[src/rtl/seq_pkg.sv]
package seq_pkg;
  localparam int INSTR_W  = 32;
  localparam int OP_HI    = 31;
  localparam int OP_LO    = 29;
  localparam int EXIT_BIT = 28;
  localparam int ANNUL_BIT = 27;
  localparam int COND_BIT = 26;
  localparam int SRC_HI   = 25;
  localparam int SRC_LO   = 21;
  localparam logic [2:0] OP_BRANCH = 3'b111;

  typedef enum logic [2:0] {
    PC_HOLD,
    PC_ZERO,
    PC_SEQ,
    PC_JUMP,
    PC_PEND
  } pcSel_e;

  typedef enum logic [1:0] {
    SLOT_NONE,
    SLOT_BRANCH,
    SLOT_EXIT
  } slot_e;

  typedef struct packed {
    pcSel_e pcSel;
    logic   tgtLoad;
  } seqCtl_t;
endpackage

[src/rtl/seq_datapath.sv]
module seq_datapath
  import seq_pkg::*;
#(
  parameter int PC_W   = 16,
  parameter int DATA_W = 32,
  parameter int OFF_W  = 16,
  parameter int SRC_W  = 5
) (
  input  logic                 clk,
  input  logic                 rstN,
  input  seqCtl_t              ctl,
  input  logic [INSTR_W-1:0]   instr,
  input  logic [DATA_W-1:0]    srcVal,
  input  logic [PC_W-2:0]      progLen,
  output logic [PC_W-1:0]      pc,
  output logic [SRC_W-1:0]     srcSel,
  output logic                 isBranch,
  output logic                 exitBit,
  output logic                 annulBit,
  output logic                 taken,
  output logic                 overrun
);
  localparam int LEN_W = PC_W - 1;

  logic [PC_W-1:0] pendTgt;
  logic [PC_W-1:0] offExt;
  logic [PC_W-1:0] brTarget;
  logic [PC_W-1:0] seqPc;
  logic [LEN_W-1:0] wordIdx;

  assign isBranch = (instr[OP_HI:OP_LO] == OP_BRANCH);
  assign exitBit  = instr[EXIT_BIT];
  assign annulBit = instr[ANNUL_BIT];
  assign srcSel   = SRC_W'(instr[SRC_HI:SRC_LO]);
  assign taken    = instr[COND_BIT] ? (|srcVal) : ~(|srcVal);

  assign offExt   = PC_W'($signed(instr[OFF_W-1:0]));
  assign brTarget = pc + (offExt << 2);
  assign seqPc    = pc + PC_W'(4);
  assign wordIdx  = LEN_W'(pc[PC_W-1:2]);
  assign overrun  = (wordIdx >= progLen);

  always_ff @(posedge clk or negedge rstN) begin
    if (!rstN) begin
      pc      <= '0;
      pendTgt <= '0;
    end else begin
      unique case (ctl.pcSel)
        PC_ZERO: pc <= '0;
        PC_SEQ:  pc <= seqPc;
        PC_JUMP: pc <= brTarget;
        PC_PEND: pc <= pendTgt;
        default: pc <= pc;
      endcase
      if (ctl.pcSel == PC_ZERO) begin
        pendTgt <= '0;
      end else if (ctl.tgtLoad) begin
        pendTgt <= brTarget;
      end
    end
  end
endmodule

[src/rtl/seq_control.sv]
module seq_control
  import seq_pkg::*;
(
  input  logic    clk,
  input  logic    rstN,
  input  logic    start,
  input  logic    isBranch,
  input  logic    exitBit,
  input  logic    annulBit,
  input  logic    taken,
  input  logic    overrun,
  output seqCtl_t ctl,
  output logic    issue,
  output logic    done,
  output logic    errFlag
);
  logic  running;
  slot_e slot;
  slot_e nextSlot;
  logic  haltNow;
  logic  errNow;

  always_comb begin
    ctl.pcSel   = PC_HOLD;
    ctl.tgtLoad = 1'b0;
    issue       = 1'b0;
    haltNow     = 1'b0;
    errNow      = 1'b0;
    nextSlot    = slot;
    if (start) begin
      ctl.pcSel = PC_ZERO;
      nextSlot  = SLOT_NONE;
    end else if (running) begin
      if (overrun) begin
        haltNow = 1'b1;
        errNow  = 1'b1;
      end else if (slot != SLOT_NONE) begin
        if (isBranch) begin
          haltNow = 1'b1;
          errNow  = 1'b1;
        end else begin
          issue     = 1'b1;
          ctl.pcSel = (slot == SLOT_BRANCH) ? PC_PEND : PC_SEQ;
          nextSlot  = SLOT_NONE;
          haltNow   = (slot == SLOT_EXIT);
        end
      end else if (isBranch) begin
        if (taken && annulBit) begin
          ctl.pcSel = PC_JUMP;
        end else if (taken) begin
          ctl.pcSel   = PC_SEQ;
          ctl.tgtLoad = 1'b1;
          nextSlot    = SLOT_BRANCH;
        end else begin
          ctl.pcSel = PC_SEQ;
          if (exitBit) nextSlot = SLOT_EXIT;
        end
      end else begin
        issue     = 1'b1;
        ctl.pcSel = PC_SEQ;
        if (exitBit) nextSlot = SLOT_EXIT;
      end
    end
  end

  always_ff @(posedge clk or negedge rstN) begin
    if (!rstN) begin
      running <= 1'b0;
      slot    <= SLOT_NONE;
      done    <= 1'b0;
      errFlag <= 1'b0;
    end else if (start) begin
      running <= 1'b1;
      slot    <= SLOT_NONE;
      done    <= 1'b0;
      errFlag <= 1'b0;
    end else begin
      done <= haltNow;
      if (haltNow) begin
        running <= 1'b0;
        slot    <= SLOT_NONE;
      end else begin
        slot <= nextSlot;
      end
      if (errNow) errFlag <= 1'b1;
    end
  end
endmodule

[src/rtl/macro_seq.sv]
module macro_seq
  import seq_pkg::*;
#(
  parameter int PC_W   = 16,
  parameter int DATA_W = 32,
  parameter int OFF_W  = 16,
  parameter int SRC_W  = 5
) (
  input  logic                clk,
  input  logic                rstN,
  input  logic                start,
  input  logic [PC_W-2:0]     progLen,
  input  logic [INSTR_W-1:0]  instr,
  input  logic [DATA_W-1:0]   srcVal,
  output logic [PC_W-1:0]     fetchAddr,
  output logic [SRC_W-1:0]    srcSel,
  output logic                issue,
  output logic                done,
  output logic                errFlag
);
  seqCtl_t ctl;
  logic isBranch;
  logic exitBit;
  logic annulBit;
  logic taken;
  logic overrun;

  seq_datapath #(
    .PC_W(PC_W), .DATA_W(DATA_W), .OFF_W(OFF_W), .SRC_W(SRC_W)
  ) uDp (
    .clk(clk), .rstN(rstN), .ctl(ctl), .instr(instr), .srcVal(srcVal),
    .progLen(progLen), .pc(fetchAddr), .srcSel(srcSel), .isBranch(isBranch),
    .exitBit(exitBit), .annulBit(annulBit), .taken(taken), .overrun(overrun)
  );

  seq_control uCtl (
    .clk(clk), .rstN(rstN), .start(start), .isBranch(isBranch),
    .exitBit(exitBit), .annulBit(annulBit), .taken(taken), .overrun(overrun),
    .ctl(ctl), .issue(issue), .done(done), .errFlag(errFlag)
  );
endmodule

[config.mk]
export PLATFORM = sky130hd
export DESIGN_NAME = macro_seq
export DESIGN_NICKNAME = d
export VERILOG_FILES = /design/src/rtl/seq_pkg.sv /design/src/rtl/seq_datapath.sv /design/src/rtl/seq_control.sv /design/src/rtl/macro_seq.sv
export SDC_FILE = /design/constraint.sdc
export NUM_CORES = 1
export LEC_CHECK = 0
export ABC_AREA = 1
export BUFFER_PORTS_ARGS = -buffer_cell sky130_fd_sc_hd__buf_2
export CAP_MARGIN = 10
export CORE_MARGIN = 4
export CORE_UTILIZATION = 50
export DETAILED_ROUTE_END_ITERATION = 8
export GPL_TIMING_DRIVEN = 1
export PLACE_DENSITY = 0.85
export SLEW_MARGIN = 30
export SYNTH_ARGS = -nofsm -noshare
export SYNTH_HDL_FRONTEND = slang
export SYNTH_SLANG_ARGS = --single-unit
[constraint.sdc]
create_clock -name clk -period 2.4 [get_ports clk]
set_input_delay 0.24 -clock clk [delete_from_list [all_inputs] [get_ports clk]]
set_output_delay 0.24 -clock clk [all_outputs]
set_load 0.05 [all_outputs]
==> flow_summary.ini <==
[outcome]
status = completed

[pwr]
p_per_area_mw_per_mm2 = 897
pwr-share-clk = 0.123
total_power_uw = 3690
p_leak_uw = 0.00226
power_switching_uw = 1930
comb_power_share = 0.649
power_frac_seq = 0.228
intPower_uw = 1750
peakVddDrop_mv = 0.339
switching_share = 0.524

[global_route]
grt_max_degree = 50
antenna_found_initial = 0
grt_pass1_wl_um = 16600
grt_usage = 0.240
grt_overflow = 0
grt_pass1_vias = 3602

[sta]
post-route-min-period_ns = 2.34
max_slew_margin = 0.434
worst_pin_slew_ns = 0.849
max_freq_ghz = 0.428
drv_slew = 0
finClkSkew_ns = 0.00909
period_share = 0.974
hold_viol_final = 0
setup_violations = 0

[synth]
synth_top_family_by_area = simple AND/OR/NAND/NOR gates
synth_simple_gate_area_frac = 0.388
synth_fp_nets = 597
synth-warning-count = 0
synth-compound-area-share = 0.0614
ys_seq_elements = 37
synth.area.top_cells = dfrtp_1 (27%), nand2_1 (12%), ha_1 (10%)
yosys.cell_types.count = 33
synthArstFlopShare = 1.00
syn-cell-area_mm2 = 0.00347
yosysTopAreaCell = dfrtp_1
synth.avg_cell_area_um2 = 7.13
netlist_instances = 486
synth_mux_area_frac = 0
synthXorXnorAreaFrac = 0.0632
synth_edf_count = 0
synthAdderAreaFrac = 0.107
seq_area_frac_synth = 0.267
ys.flop_type = dfrtp_1
synth_top_area_share = 0.267

[critical_path]
ff2ff_path_depth = 12
worst_r2r_endpoint = uDp.pc[8]
slowest_delay_ns = 0.42
crit_slowest_cell = dfrtp_1
cpMostUsedCell = nand2_1
crit_arrival_ns = 2.10
cp_max_fo = 4
crit_chain = ha_1 -> nand2_2 -> inv_1 -> a21oi_1 -> nand2_1 -> nand2_1 -> nand3_4 -> nor3_4 -> buf_6
path_buf_inv = 2
reg2reg_slack_ns = 0.12
r2r_start = uDp.pc[15]
crit_family = simple AND/OR/NAND/NOR gates
critical_path_class = flip-flop to primary output
crit_required_ns = 2.16
start_kind = flip-flop
worstSetupEndpointType = primary output

[placement]
gp_congestion = 0.923
hpwl_um = 7560
portBuffers = 88

[finish]
n_fill_cell = 624
final_common_cell = nand2_1
diodes = 0
final_cell_mix = nand2_1 (111), buf_2 (87), inv_1 (55), nand3_1 (53), nand4_1 (43)
syn2layout_area_growth_pct = 18.6
seq_area_um2 = 928
drive_above_1_share = 0.244
utilization = 0.608
multi_input_area_mm2 = 0.00215
fin_nets = 693

[clocking]
clock_sinks = 37
cts-root-buf = clkbuf_8
cts_max_path_buffers = 2
cts_max_level = 2
cts_tree = done
clk_pin_slew_ns = 0.08
holdBufCountCts = 0
cts_buffers = 5
clkLatencyLatePin_ns = 0.29

[routing]
dr.pass1.iters = 6
viasPerCell = 5.60
wl_um = 9930
via_count = 3709
drtAntennaViolNets = 0
drt_iter0_drc = 563
drc_errors = 0
post_drt_wl_per_cell_um = 15.0

[die]
dieArea_mm2 = 0.00833
die_h_um = 91.3
die_w_um = 91.3
pin_count = 106
core_mm2 = 0.00676
rows = 30
start_util = 0.513

[job]
drv_cap = 0

[hold_path]
hold_class = input port to async pin
-- power groups by stage --
stage,Combinational [uW],Sequential [uW],Clock (uW)
after global routing,2620,851,480
after CTS,2290,840,451
final,2390,840,453
after detailed placement,2250,852,0
after global placement,2190,845,0
after floorplan,1230,1240,0
-- what timing repair did --
| item | CTS | global route |
|---|---|---|
| pin swaps | 1 | 2 |
| setup buffers | 2 | 4 |
| gates resized for setup | 1 | 6 |
| setup endpoints to repair | 1 | 7 |
-- state kept, by name, indices dropped and copies added, names as in the netlist --
| name | cells |
|---|---|
| uCtl.done | 1 |
| uDp.pendTgt | 16 |
| uCtl.running | 1 |
| uDp.pc | 16 |
| uCtl.slot | 2 |
| uCtl.errFlag | 1 |
-- worst register-to-register path, stage by stage, from the launching register on --
cell	delay [ns]
dfrtp_2	0.45
ha_1	0.32
nand2_1	0.09
nor2_2	0.19
nand2_1	0.07
nor2_1	0.08
nand2_1	0.09
nand3_4	0.16
inv_4	0.07
nand2_4	0.17
inv_4	0.16
nand4_1	0.15
nand4_1	0.14
-- kinds of logic (layout without fill, tap and decap cells) --
group                      Yosys count  in the layout
AOI/OAI and AO/OA                   39             39
xor gates and xnor gates            25             25
adders and majority gates           29             29
buffers and inverters               79            175
DFF                                 37             37
and+or+nand+nor                    277            277
-- cell type report --
cell class,count,area share
clock buffer,7,0.0210
tap,80,0.0244
inverter,58,0.0542
multi-input combinational,370,0.524
timing repair buffer,110,0.151
sequential,37,0.226
-- cells in the mapped netlist, types with 4 or more instances --
| master | n |
|---|---|
| a21oi_1 | 22 |
| buf_4 | 11 |
| buf_6 | 4 |
| dfrtp_1 | 37 |
| ha_1 | 28 |
| inv_1 | 55 |
| nand2_1 | 112 |
| nand3_1 | 53 |
| nand3_2 | 6 |
| nand4_1 | 43 |
| nor2_1 | 43 |
| nor2_2 | 4 |
| nor3_1 | 6 |
| o21ai_0 | 9 |
| o22ai_1 | 4 |
| xnor2_1 | 6 |
| xor2_1 | 19 |
-- worst max path at each step --
stage,start,end,slack (ns),depth (start not counted)
2_1_floorplan,uDp.pc[4],uDp.pc[2],0.10,11
3_3_place_gp,uDp.pc[15],uDp.pc[6],0.22,13
3_5_place_dp,uDp.pc[15],uDp.pc[4],0.16,11
4_1_cts,uDp.pc[15],issue,0.0003,7
5_1_grt,uDp.pc[7],issue,-0.06,9
6_report,uDp.pc[7],issue,0.06,9
-- through the flow --
step           setup TNS (ns)  cell area (um^2)  std cells  hold slack, ns  setup WS, ns
2_1_floorplan               0              3470        486         -0.0556         0.101
3_3_place_gp                0              3960        649           0.373         0.223
3_5_place_dp                0              3960        649           0.386         0.156
4_1_cts                     0              4060        658          0.0717      0.000278
5_1_grt               -0.0904              4110        662           0.103       -0.0552
6_report                    0              4110        662          0.0433        0.0632
-- per-layer routing --
layer / part of all wire / GRT usage / wire (um)
met1: 0.41 / 0.305 / 4090
met3: 0.073 / 0.0265 / 722
met5: 0 / 0 / 0
met4: 0.024 / 0.0691 / 236
met2: 0.49 / 0.427 / 4880
Power figures use the tool's default switching activity.
